===== src/rtl/intr_pend_pkg.sv =====
package intr_pend_pkg;

  typedef enum logic [1:0] {
    OP_BYTE = 2'b00,
    OP_WORD = 2'b01,
    OP_BSET = 2'b10,
    OP_BCLR = 2'b11
  } bus_op_e;

  // number of set bits of mask strictly below position p
  function automatic int cnt_below(input logic [63:0] mask, input int p);
    int n;
    n = 0;
    for (int i = 0; i < 64; i++) if (i < p && mask[i]) n++;
    return n;
  endfunction

  // flat position of the s-th implemented bit
  function automatic int pos_of_src(input logic [63:0] mask, input int s);
    int n;
    int r;
    n = 0;
    r = 0;
    for (int i = 0; i < 64; i++) begin
      if (mask[i]) begin
        if (n == s) r = i;
        n++;
      end
    end
    return r;
  endfunction

endpackage


===== src/rtl/intr_pend_decode.sv =====
module intr_pend_decode
  import intr_pend_pkg::*;
#(
  parameter int NUM_REGS  = 3,
  parameter int REG_W     = 8,
  parameter int WORD_REGS = 2,
  parameter int ADDR_W    = 2,
  parameter logic [NUM_REGS*REG_W-1:0] IMPL_MASK = 24'hFC_FFFF,
  localparam int TOT_W   = NUM_REGS * REG_W,
  localparam int WORD_W  = WORD_REGS * REG_W,
  localparam int BIT_W   = $clog2(REG_W),
  localparam int NUM_SRC = cnt_below(64'(IMPL_MASK), TOT_W)
) (
  input  logic              bus_en_i,
  input  logic              bus_we_i,
  input  logic [1:0]        bus_op_i,
  input  logic [ADDR_W-1:0] bus_addr_i,
  input  logic [BIT_W-1:0]  bus_bit_i,
  input  logic [WORD_W-1:0] bus_wdata_i,
  output logic [NUM_SRC-1:0] sw_we_o,
  output logic [NUM_SRC-1:0] sw_val_o
);

  logic wr_act;
  logic op_byte, op_word, op_bit, op_set;

  always_comb begin
    wr_act  = bus_en_i && bus_we_i;
    op_byte = wr_act && (bus_op_i == OP_BYTE);
    op_word = wr_act && (bus_op_i == OP_WORD) && (bus_addr_i == '0);
    op_bit  = wr_act && ((bus_op_i == OP_BSET) || (bus_op_i == OP_BCLR));
    op_set  = (bus_op_i == OP_BSET);
  end

  for (genvar p = 0; p < TOT_W; p++) begin : g_pos
    if (IMPL_MASK[p]) begin : g_impl
      localparam int S  = cnt_below(64'(IMPL_MASK), p);
      localparam int RG = p / REG_W;
      localparam int BT = p % REG_W;
      logic hit_reg, sel_byte, sel_bit, sel_word, word_bit;
      always_comb begin
        hit_reg  = (bus_addr_i == ADDR_W'(RG));
        sel_byte = op_byte && hit_reg;
        sel_bit  = op_bit && hit_reg && (bus_bit_i == BIT_W'(BT));
      end
      if (RG < WORD_REGS) begin : g_word
        always_comb begin
          sel_word = op_word;
          word_bit = bus_wdata_i[p];
        end
      end else begin : g_noword
        always_comb begin
          sel_word = 1'b0;
          word_bit = 1'b0;
        end
      end
      always_comb begin
        sw_we_o[S]  = sel_byte || sel_word || sel_bit;
        sw_val_o[S] = sel_bit  ? op_set :
                      sel_word ? word_bit : bus_wdata_i[BT];
      end
    end
  end

endmodule


===== src/rtl/intr_pend_cell.sv =====
module intr_pend_cell (
  input  logic clk,
  input  logic rst_n,
  input  logic req_i,
  input  logic ack_i,
  input  logic sw_we_i,
  input  logic sw_val_i,
  output logic flag_o
);

  logic flag_q, flag_d, flag_en;

  // request beats acknowledge and software; acknowledge beats software
  always_comb begin
    flag_en = req_i || ack_i || sw_we_i;
    flag_d  = req_i || (!ack_i && sw_we_i && sw_val_i);
  end

  always_ff @(posedge clk or negedge rst_n) begin
    if (!rst_n)       flag_q <= 1'b0;
    else if (flag_en) flag_q <= flag_d;
  end

  assign flag_o = flag_q;

endmodule


===== src/rtl/intr_pend_rdmux.sv =====
module intr_pend_rdmux
  import intr_pend_pkg::*;
#(
  parameter int NUM_REGS  = 3,
  parameter int REG_W     = 8,
  parameter int WORD_REGS = 2,
  parameter int ADDR_W    = 2,
  localparam int TOT_W  = NUM_REGS * REG_W,
  localparam int WORD_W = WORD_REGS * REG_W
) (
  input  logic [TOT_W-1:0]  flags_i,
  input  logic [1:0]        bus_op_i,
  input  logic [ADDR_W-1:0] bus_addr_i,
  output logic [WORD_W-1:0] bus_rdata_o
);

  always_comb begin
    bus_rdata_o = '0;
    if (bus_op_i == OP_WORD) begin
      if (bus_addr_i == '0) bus_rdata_o = flags_i[WORD_W-1:0];
    end else begin
      for (int r = 0; r < NUM_REGS; r++) begin
        if (bus_addr_i == ADDR_W'(r)) bus_rdata_o[REG_W-1:0] = flags_i[r*REG_W +: REG_W];
      end
    end
  end

endmodule


===== src/rtl/intr_pend_bank.sv =====
module intr_pend_bank
  import intr_pend_pkg::*;
#(
  parameter int NUM_REGS  = 3,
  parameter int REG_W     = 8,
  parameter int WORD_REGS = 2,
  parameter int ADDR_W    = 2,
  parameter logic [NUM_REGS*REG_W-1:0] IMPL_MASK = 24'hFC_FFFF,
  localparam int TOT_W   = NUM_REGS * REG_W,
  localparam int WORD_W  = WORD_REGS * REG_W,
  localparam int BIT_W   = $clog2(REG_W),
  localparam int NUM_SRC = cnt_below(64'(IMPL_MASK), TOT_W),
  localparam int ACK_W   = $clog2(NUM_SRC)
) (
  input  logic               clk,
  input  logic               rst_n,
  input  logic [NUM_SRC-1:0] req_i,
  input  logic               ack_vld_i,
  input  logic [ACK_W-1:0]   ack_idx_i,
  input  logic               bus_en_i,
  input  logic               bus_we_i,
  input  logic [1:0]         bus_op_i,
  input  logic [ADDR_W-1:0]  bus_addr_i,
  input  logic [BIT_W-1:0]   bus_bit_i,
  input  logic [WORD_W-1:0]  bus_wdata_i,
  output logic [WORD_W-1:0]  bus_rdata_o,
  output logic [TOT_W-1:0]   pend_o
);

  logic [NUM_SRC-1:0] sw_we, sw_val, ack_hit, src_q;
  logic [TOT_W-1:0]   flags;

  intr_pend_decode #(
    .NUM_REGS(NUM_REGS), .REG_W(REG_W), .WORD_REGS(WORD_REGS),
    .ADDR_W(ADDR_W), .IMPL_MASK(IMPL_MASK)
  ) u_dec (
    .bus_en_i(bus_en_i), .bus_we_i(bus_we_i), .bus_op_i(bus_op_i),
    .bus_addr_i(bus_addr_i), .bus_bit_i(bus_bit_i), .bus_wdata_i(bus_wdata_i),
    .sw_we_o(sw_we), .sw_val_o(sw_val)
  );

  for (genvar s = 0; s < NUM_SRC; s++) begin : g_src
    always_comb ack_hit[s] = ack_vld_i && (ack_idx_i == ACK_W'(s));
    intr_pend_cell u_cell (
      .clk(clk), .rst_n(rst_n), .req_i(req_i[s]), .ack_i(ack_hit[s]),
      .sw_we_i(sw_we[s]), .sw_val_i(sw_val[s]), .flag_o(src_q[s])
    );
  end

  for (genvar p = 0; p < TOT_W; p++) begin : g_img
    if (IMPL_MASK[p]) begin : g_on
      assign flags[p] = src_q[cnt_below(64'(IMPL_MASK), p)];
    end else begin : g_off
      assign flags[p] = 1'b0;
    end
  end

  intr_pend_rdmux #(
    .NUM_REGS(NUM_REGS), .REG_W(REG_W), .WORD_REGS(WORD_REGS), .ADDR_W(ADDR_W)
  ) u_rd (
    .flags_i(flags), .bus_op_i(bus_op_i), .bus_addr_i(bus_addr_i),
    .bus_rdata_o(bus_rdata_o)
  );

  assign pend_o = flags;

endmodule


===== config.mk =====
export PLATFORM = sky130hd
export DESIGN_NAME = intr_pend_bank
export DESIGN_NICKNAME = d
export VERILOG_FILES = /design/src/rtl/intr_pend_pkg.sv /design/src/rtl/intr_pend_decode.sv /design/src/rtl/intr_pend_cell.sv /design/src/rtl/intr_pend_rdmux.sv /design/src/rtl/intr_pend_bank.sv
export SDC_FILE = /design/constraint.sdc
export NUM_CORES = 1
export LEC_CHECK = 0
export BUFFER_PORTS_ARGS = -buffer_cell sky130_fd_sc_hd__buf_2
export CORE_ASPECT_RATIO = 0.9
export CORE_MARGIN = 1.5
export CORE_UTILIZATION = 35
export DETAILED_ROUTE_END_ITERATION = 7
export GPL_ROUTABILITY_DRIVEN = 0
export PLACE_DENSITY_LB_ADDON = 0.1
export SLEW_MARGIN = 30
export SYNTH_ARGS = -nofsm -noshare
export SYNTH_HDL_FRONTEND = slang
export SYNTH_SLANG_ARGS = --single-unit

===== constraint.sdc =====
create_clock -name clk -period 1.75 [get_ports clk]
set_input_delay 0.35 -clock clk [delete_from_list [all_inputs] [get_ports clk]]
set_output_delay 0.35 -clock clk [all_outputs]
set_load 0.005 [all_outputs]

==> run metrics <==
Post-DRT Antenna Nets 0; Initial Util 35.91%; Clock Pin Slew Worst Setup and Hold Paths 0.08 ns; port buffer count 92; most frequent cell after synthesis a21oi_1; CTS tree yes; # hold bufs at CTS 0; area delta synth->final 22.64%; total grt overflow 0; cts bufs inserted 3; Max clock buf depth 2; endpoints failing hold 0; Synth area leader dfrtp_1; clock latency on the worst-skew pair 0.27 ns; ys async rst share 100.0%; Worst Setup Start Kind input port; total power 1.239 mW; top cells by area, synth dfrtp_1 (25%), buf_4 (9.3%), a21oi_1 (7.3%); fin crit share 94.87%; Detail Route met3 WL 555 um; Final HPWL DP 6239 um; Seq/Total Area, Yosys 25.21%; cell area after layout about 2700 um2; Synth Flop Type dfrtp_1; Vias about 2400; Yosys top cell area share 25.21%; crit path time final 1.660 ns; final setup fails 0; number of top-level pins 95; H-tree level count 1; post-synth cell types 41; DRT Pass-1 Iters 6; Max VDD drop approximately 0.00029 V; initial antenna violation count 0; Post-synth EDFFs 0; die footprint 6722 um2; Post-DP Area 2625 um2; CP Data Arrival Time about 1.3 ns; GRT Util Overall 23.04%; Synth Cell Area 2183 um2; chip height 77.93 um; wire length per cell ~18 um; largest net degree at the start of global routing 23; CTS root buffer clkbuf_8; Initial DRC Count 189; drt total wl between 7000 and 8000 um; fmax approximately 0.60 GHz; Critical Path RT 1.40 ns; Pleak 1.114 nW; ant diodes 0; Largest register FFs 22; core area around 6000 um2; row count 27; skew final 0 ns; DR WL met2 3451 um; Cells after Synth 278; top routing layer in use met4; layout filler cell count 655; register bit count reported by yosys 22; power density over the cells 462.7 nW/um2; Die X-Extent 86.26 um; DRC Markers 0; fin. max-slew vios 0; Post-synth top cells a21oi_1 (32), buf_4 (27), dfrtp_1 (22); Yosys warnings 0; first-pass GRT wire length 11870 um; setup TNS 0 ns; Worst Setup End Kind output pin; number of global-route vias before repair 2132; reg2reg setup slack between 0.7 and 0.8 ns; layout cells sized above 1 35.59%; Post-layout nets ~410; vias per cell 5.660; clk sinks 22; Mean Syn Cell Area approximately 7.9 um2; M1 WL 3716 um; status finished clean; max cap viols 0; Crit Path Class in2out; Slew @ Worst Pin roughly 0.63 ns; Hold Crit Class in2async; Max FO, Critical Path 7; Rel. slew slack 57.92%
## final cells by class
type                    instances  area, um2  area share, %
repair buffers                115      633.1          23.64
clock buffers                   3      41.29          1.542
multi-input cells             203       1321          49.35
flip-flops and latches         22      550.5          20.56
well taps                      72      90.09          3.364
inverters                      11      41.29          1.542
## final timing paths
path,endpoint,cells past startpoint,start
worst max-delay path,bus_rdata_o[2],7,bus_addr_i[1]
worst min register to register,g_src[20].u_cell.flag_o,2,g_src[20].u_cell.flag_o
worst min-delay path,g_src[15].u_cell.flag_o,1,rst_n
worst max register to register,g_src[5].u_cell.flag_o,3,g_src[5].u_cell.flag_o
max in group asynchronous,g_src[5].u_cell.flag_o,1,rst_n
min in group clk,g_src[4].u_cell.flag_o,2,req_i[4]
## worst max-delay path, stage by stage
cell,delay (ns)
buf_2,0.11
buf_4,0.14
buf_4,0.15
and3b_2,0.26
nand2_1,0.08
o21ai_0,0.08
buf_2,0.13
## where the power goes
part | total [mW] | internal (mW) | switching (mW)
Combinational | 0.367 | 0.161 | 0.206
Clock | 0.335 | 0.154 | 0.180
Sequential | 0.537 | 0.522 | 0.0151
Total | 1.24 | 0.838 | 0.401
## logic make-up (layout without fill, tap and decap cells)
group,Yosys count,after routing,synth area share (%)
simple gates,101,101,29.00
compound gates,93,93,27.85
buf+inv,54,129,14.61
flops,22,22,25.21
mux,6,6,2.751
other cells,1,2,0.1718
xor+xnor,1,1,0.4012
## through the flow
stage	util, %	setup slack (ns)	cells	hold slack [ns]
global route	44.03	-0.003064	426	0.08494
detailed placement	43.17	0.02915	422	0.3746
global placement	43.17	0.01336	422	0.3680
floorplan	-	0.07341	279	0.05441
CTS	43.85	0.02733	425	0.07758
finish	44.03	0.08978	426	0.06208
## per-layer routing
metal  vias up  global-route usage (%)
met4         0                   3.710
li1       1161                       -
met2       112                   35.51
met5         -                       0
met3         7                   4.468
met1      1131                   33.70
## cells in the final DEF (no fill, tap or decap), types with 2 or more instances in the layout
master | Yosys | layout
and3b_1 | 3 | 2
clkbuf_8 | 0 | 3
a21oi_1 | 32 | 32
mux2i_1 | 6 | 6
a31oi_1 | 7 | 7
buf_2 | 6 | 92
nor3_1 | 2 | 2
dfrtp_1 | 22 | 22
nand4_1 | 6 | 6
a21o_1 | 8 | 8
nand2b_1 | 7 | 7
conb_1 | 1 | 2
or2_1 | 2 | 2
and3_1 | 3 | 3
and4b_1 | 4 | 4
a32oi_1 | 11 | 11
a22oi_1 | 5 | 5
and2_1 | 12 | 11
nor3b_1 | 2 | 2
nand2_1 | 17 | 17
nor2b_1 | 10 | 10
or3_1 | 8 | 8
nand3_1 | 3 | 3
buf_4 | 27 | 23
inv_1 | 11 | 11
o221ai_1 | 16 | 16
o21ai_0 | 14 | 14
nor4bb_1 | 2 | 2
nor2_1 | 11 | 11
## what timing repair did
action / CTS / global route
setup endpoints to repair: 0 / 7
resized for setup: 0 / 3
endpoints found under the hold margin: 0 / 0
setup buffers: 0 / 1
Power figures use the tool's default switching activity.
